File: src/rtl/irqmap_pkg.sv
package irqmap_pkg;

  // Width of the read-only identifier field below the enable bit.
  localparam int unsigned IDENT_W = 31;

  // Fixed identifier held in bits 30:0 of mapping register idx:
  // 0x1F in bits 10:6 and the register number in bits 4:2.
  function automatic logic [IDENT_W-1:0] map_ident(input int unsigned idx);
    logic [IDENT_W-1:0] v;
    v       = '0;
    v[10:6] = 5'h1F;
    v[4:2]  = idx[2:0];
    return v;
  endfunction

endpackage

File: src/rtl/irqmap_regs.sv
module irqmap_regs #(
  parameter int unsigned NUM_REGS = 8,
  parameter int unsigned DATA_W   = 32,
  parameter int unsigned ADDR_W   = 6
) (
  input  logic                clk,
  input  logic                rst,
  input  logic                wr_en,
  input  logic [ADDR_W-1:0]   addr,
  input  logic [DATA_W-1:0]   wdata,
  output logic [DATA_W-1:0]   rdata,
  output logic [NUM_REGS-1:0] en_vec
);
  import irqmap_pkg::*;

  localparam int unsigned IDX_W  = $clog2(NUM_REGS);
  localparam int unsigned IDX_LO = 3;
  localparam int unsigned EN_BIT = DATA_W - 1;
  localparam int unsigned WIN_SH = IDX_W + IDX_LO;

  logic [IDX_W-1:0] sel;
  logic             upper_word;
  logic             in_window;

  assign sel        = addr[IDX_LO +: IDX_W];
  assign upper_word = addr[2];
  assign in_window  = ((addr >> WIN_SH) == '0);

  // Enable bits: the only writable storage in the block.
  always_ff @(posedge clk) begin
    if (rst) begin
      en_vec <= '0;
    end else if (wr_en && upper_word && in_window) begin
      en_vec[sel] <= wdata[EN_BIT];
    end
  end

  // Combinational read port.
  always_comb begin
    rdata = '0;
    if (upper_word && in_window) begin
      rdata[EN_BIT]      = en_vec[sel];
      rdata[IDENT_W-1:0] = map_ident(32'(sel));
    end
  end

endmodule

File: src/rtl/irqmap_gate.sv
module irqmap_gate #(
  parameter int unsigned NUM_REGS      = 8,
  parameter int unsigned LINES_PER_REG = 4
) (
  input  logic                              clk,
  input  logic                              rst,
  input  logic [NUM_REGS-1:0]               en_vec,
  input  logic [NUM_REGS*LINES_PER_REG-1:0] irq_in,
  output logic [NUM_REGS*LINES_PER_REG-1:0] irq_out
);
  localparam int unsigned NUM_LINES = NUM_REGS * LINES_PER_REG;

  for (genvar n = 0; n < NUM_LINES; n++) begin : g_line
    always_ff @(posedge clk) begin
      if (rst) begin
        irq_out[n] <= 1'b0;
      end else begin
        irq_out[n] <= irq_in[n] & en_vec[n / LINES_PER_REG];
      end
    end
  end

endmodule

File: src/rtl/irqmap_index.sv
module irqmap_index #(
  parameter int unsigned NUM_LINES     = 32,
  parameter int unsigned LINES_PER_REG = 4,
  parameter int unsigned FN_W          = 8,
  parameter int unsigned PIN_W         = 2
) (
  input  logic                         clk,
  input  logic                         rst,
  input  logic [FN_W-1:0]              dev_fn,
  input  logic [PIN_W-1:0]             dev_pin,
  output logic [$clog2(NUM_LINES)-1:0] host_idx,
  output logic [$clog2(NUM_LINES)-1:0] bridge_idx
);
  localparam int unsigned IDX_W = $clog2(NUM_LINES);
  localparam int unsigned HALF  = NUM_LINES / 2;

  logic [IDX_W-1:0] host_nxt;
  logic [IDX_W-1:0] bridge_nxt;

  always_comb begin
    host_nxt   = IDX_W'(dev_pin) + (dev_fn[0] ? IDX_W'(HALF) : '0);
    bridge_nxt = IDX_W'(dev_pin) + IDX_W'(dev_fn[4:3]) * IDX_W'(LINES_PER_REG);
  end

  always_ff @(posedge clk) begin
    if (rst) begin
      host_idx   <= '0;
      bridge_idx <= '0;
    end else begin
      host_idx   <= host_nxt;
      bridge_idx <= bridge_nxt;
    end
  end

endmodule

File: src/rtl/irq_gate_map.sv
module irq_gate_map #(
  parameter int unsigned NUM_REGS      = 8,
  parameter int unsigned LINES_PER_REG = 4,
  parameter int unsigned DATA_W        = 32,
  parameter int unsigned ADDR_W        = 6,
  parameter int unsigned FN_W          = 8,
  parameter int unsigned PIN_W         = 2,
  localparam int unsigned NUM_LINES    = NUM_REGS * LINES_PER_REG,
  localparam int unsigned LIDX_W       = $clog2(NUM_LINES)
) (
  input  logic                 clk,
  input  logic                 rst,
  input  logic                 wr_en,
  input  logic [ADDR_W-1:0]    addr,
  input  logic [DATA_W-1:0]    wdata,
  output logic [DATA_W-1:0]    rdata,
  input  logic [NUM_LINES-1:0] irq_in,
  output logic [NUM_LINES-1:0] irq_out,
  input  logic [FN_W-1:0]      dev_fn,
  input  logic [PIN_W-1:0]     dev_pin,
  output logic [LIDX_W-1:0]    host_idx,
  output logic [LIDX_W-1:0]    bridge_idx
);

  logic [NUM_REGS-1:0] en_vec;

  irqmap_regs #(
    .NUM_REGS (NUM_REGS),
    .DATA_W   (DATA_W),
    .ADDR_W   (ADDR_W)
  ) u_regs (
    .clk    (clk),
    .rst    (rst),
    .wr_en  (wr_en),
    .addr   (addr),
    .wdata  (wdata),
    .rdata  (rdata),
    .en_vec (en_vec)
  );

  irqmap_gate #(
    .NUM_REGS      (NUM_REGS),
    .LINES_PER_REG (LINES_PER_REG)
  ) u_gate (
    .clk     (clk),
    .rst     (rst),
    .en_vec  (en_vec),
    .irq_in  (irq_in),
    .irq_out (irq_out)
  );

  irqmap_index #(
    .NUM_LINES     (NUM_LINES),
    .LINES_PER_REG (LINES_PER_REG),
    .FN_W          (FN_W),
    .PIN_W         (PIN_W)
  ) u_index (
    .clk        (clk),
    .rst        (rst),
    .dev_fn     (dev_fn),
    .dev_pin    (dev_pin),
    .host_idx   (host_idx),
    .bridge_idx (bridge_idx)
  );

endmodule

File: config.mk
export PLATFORM = sky130hd
export DESIGN_NAME = irq_gate_map
export DESIGN_NICKNAME = d
export VERILOG_FILES = /design/src/rtl/irqmap_pkg.sv /design/src/rtl/irqmap_regs.sv /design/src/rtl/irqmap_gate.sv /design/src/rtl/irqmap_index.sv /design/src/rtl/irq_gate_map.sv
export SDC_FILE = /design/constraint.sdc
export NUM_CORES = 1
export LEC_CHECK = 0
export CAP_MARGIN = 15
export CORE_MARGIN = 5
export CORE_UTILIZATION = 50
export CTS_CLUSTER_SIZE = 12
export DETAILED_ROUTE_END_ITERATION = 8
export DONT_BUFFER_PORTS = 1
export PLACE_DENSITY = 0.75
export SKIP_CTS_REPAIR_TIMING = 1
export SYNTH_ARGS = -nofsm -noshare
export SYNTH_HDL_FRONTEND = slang
export SYNTH_SLANG_ARGS = --single-unit
File: constraint.sdc
create_clock -name clk -period 2.3 [get_ports clk]
set_clock_uncertainty 0.1 [all_clocks]
set_input_delay 0.345 -clock clk [delete_from_list [all_inputs] [get_ports clk]]
set_output_delay 0.345 -clock clk [all_outputs]
set_load 0.05 [all_outputs]
==> metrics.md <==
| Metric | Value |
|---|---|
| Outcome | `finished, final reports clean` |
| Gate Count Post-Synth | `~180` |
| Nets | `about 270` |
| CTS sink cnt | `45` |
| CORE AREA | `approximately 3400 µm²` |
| Setup_tns | `0 ps` |
| Crit path arrival time | `approximately 1700 ps` |
| Crit path largest cell delay | `between 500 and 600 ps` |
| WL final | `3670 µm` |
| Sequential share of power | `60.3%` |
| Worst Hold Path Cells | `1` |
| First-pass DRT Iterations | `4` |
| Critical path depth | `3` |
| Total number of vias | `1139` |
| Placed cell count | `between 200 and 250` |
| FF+latch count, synth | `45` |
| Cell leakage power | `a little under 0.8 nW` |
| GRT Total Usage | `~14%` |
| Max Cap Viol | `0` |
| Peak supply drop | `about 0.24 mV` |
| CTS tree | `yes` |
| Largest net degree at the start of global routing | `22` |
| Remaining routing DRC violations | `0` |
| Clock H-tree levels | `2` |
| Global route total overflow | `0` |
| Gate power share | `between 10% and 20%` |
| Fin crit share | `91.7%` |
| Hold/Removal Path Class | `input pin to register` |
| Deepest clock path buffer count | `2` |
| Synth cell types | `29` |
| Critical path peak fanout | `3` |
| Post-Syn Area per Cell | `around 9.9 µm²` |
| Detailed Place HPWL | `2660 µm` |
| Final hold viol count | `0` |
| Slew Limit Fails | `0` |
| Starting Density | `roughly 52%` |
| Clock share of power | `26.9%` |
| DR vias/cell | `4.83` |
| Slew @ Worst Pin | `about 570 ps` |
| Initial antenna violation count | `1` |
| 1st-iter DRT viols | `25` |
| Top Ports | `approximately 160` |
| Filler cells | `approximately 330` |
| GPL Wtd Cong | `around 0.77` |
| Area grow syn2layout | `6.71%` |
| Inserted Clock Buffers | `5` |
| CP Buf/Inv Count | `1` |
| WL/cell | `about 16 µm` |
| Vias in the first global route | `1047` |
| Worst skew pair latency | `340 ps` |
| Reg clk slew, reported paths | `between 100 and 150 ps` |
| Crit path kind | `register to output pin` |
| Root buffer cell | `clkbuf_4` |
| Die X | `a little under 70 µm` |
| Crit-path cells | `inv_2, o41ai_1, o31a_1` |
| First-pass GRT wire length | `about 5300 µm` |
| CP required | `between 1500 and 2000 ps` |
| Share of layout cells above drive strength 1 | `5.82%` |
| Max Freq | `~470 MHz` |
| Slew margin rel. | `62.0%` |
| Cell Rows | `21` |
| Critical path endpoint category | `output pin` |
| CP startpoint kind | `register` |
| Switch share | `between 20% and 30%` |
| R2R cell count | `2` |
| Tmin final | `2110 ps` |
| Pint | `about 0.00097 W` |
| PortBufs | `0` |
| Die Y | `between 60 and 70 µm` |
| Cell Pwr Density | `approximately 700 nW/µm²` |
| YS warnings | `0` |
| Post-synthesis sequential area ratio | `between 50% and 60%` |
| Die area | `roughly 4800 µm²` |
| Top Family by Delay on Critical Path | `compound AO/OA/AOI/OAI gates` |
| Slowest stage cell, crit path | `o31a_1` |
| Finish-stage setup viols | `0` |
| Mapped Area | `1750 µm²` |
| Sw power | `between 0.0003 and 0.0004 W` |
| RSZ-0062 raised after global routing | `false` |
| Final std cells w/o fill | `around 240` |
| Worst Hold Slack | `19.8 ps` |
| Post-DRT Antenna Nets | `0` |
[layout by cell type, fill, tap and decap left out, types with 2 or more instances in the layout]
cell type and count:
dfxtp_1 45, and2_1 35, conb_1 26, dlygate4sd3_1 17, nor2b_1 14, a21oi_1 8, nand3_1 7, clkbuf_4 5
nand4_1 3, o21ai_1 3, o21ai_0 3, mux2i_1 2, nor2_1 2, buf_4 2
[worst paths after layout]
check | end | from | slack, ps
hold / removal | u_gate.irq_out[17] | irq_in[17] | 20
setup reg to reg | u_gate.irq_out[28] | u_regs.en_vec[7] | 1380
setup / recovery | rdata[31] | u_regs.en_vec[0] | 190
hold reg to reg | u_regs.en_vec[5] | u_regs.en_vec[5] | 400
[final cells by class]
| type | count | area, µm² | share of cell area (%) |
|---|---|---|---|
| clock buffer | 7 | 55.1 | 2.94 |
| timing repair buffer | 19 | 185 | 9.89 |
| antenna | 1 | 2.50 | 0.134 |
| inverter | 2 | 7.51 | 0.401 |
| sequential | 45 | 901 | 48.1 |
| tap | 46 | 57.6 | 3.07 |
| multi-input combinational | 116 | 663 | 35.4 |
[power groups by stage]
stage | clock (W) | combinational, W | sequential (W)
floorplan | 0 | 0.000204 | 0.000832
global placement | 0 | 0.000143 | 0.000826
detailed placement | 0 | 0.000144 | 0.000827
CTS | 0.000378 | 0.000144 | 0.000809
global route | 0.000412 | 0.000179 | 0.000810
finish | 0.000360 | 0.000172 | 0.000809
[worst reg2reg max path, cell delays in order, from the launching register on]
cell     delay [ps]
dfxtp_1         380
nor2b_1         210
and2_1          160
[per-stage QoR]
stage	util [%]	total power, W	instance area [µm²]	setup slack, ps
2_1_floorplan	-	0.00104	1850	563
3_3_place_gp	48.9	0.000969	1640	591
3_5_place_dp	48.9	0.000970	1640	542
4_1_cts	50.5	0.00133	1700	153
5_1_grt	55.7	0.00140	1870	116
6_report	55.7	0.00134	1870	191
[cells in the mapped netlist (all sizes together)]
cell type | instances | share of area, %
nor2b | 14 | 5.0
buf | 38 | 16
and3b | 1 | 0.50
and2 | 35 | 12
or2b | 1 | 0.43
mux2 | 1 | 0.86
clkbuf | 1 | 0.21
o32ai | 1 | 0.50
o41ai | 1 | 0.50
nand2b | 1 | 0.36
nand3b | 1 | 0.43
mux2i | 2 | 1.1
a21oi | 8 | 2.3
and3 | 2 | 1.0
o31a | 1 | 0.50
inv | 2 | 0.43
dfxtp | 45 | 51
nand3 | 7 | 2.0
o21ai | 6 | 1.7
o31ai | 1 | 0.43
nand4 | 3 | 1.1
conb | 1 | 0.21
nor2 | 2 | 0.43
a21o | 1 | 0.43
nand2 | 1 | 0.21
[sequential cells by signal, summed over array words and instances, names as in the netlist]
signal / flops
u_regs.en_vec: 8
u_index.bridge_idx: 4
u_gate.irq_out: 32
u_index.host_idx: 1
[layer usage]
layer	up-vias	global-route usage (%)	share of wire (%)
li1	537	-	-
met1	502	14.9	34
met2	92	23.3	52
met3	8	6.67	11
met4	0	6.51	3.1
met5	-	0	0
[logic make-up after synthesis]
family	after synthesis	synth area share [%]
compound gates	19	6.35
buf+inv	41	16.2
flops	45	51.4
mux	3	2.00
other cells	1	0.214
simple gates	68	23.9
(Power assumes the default switching activity.)
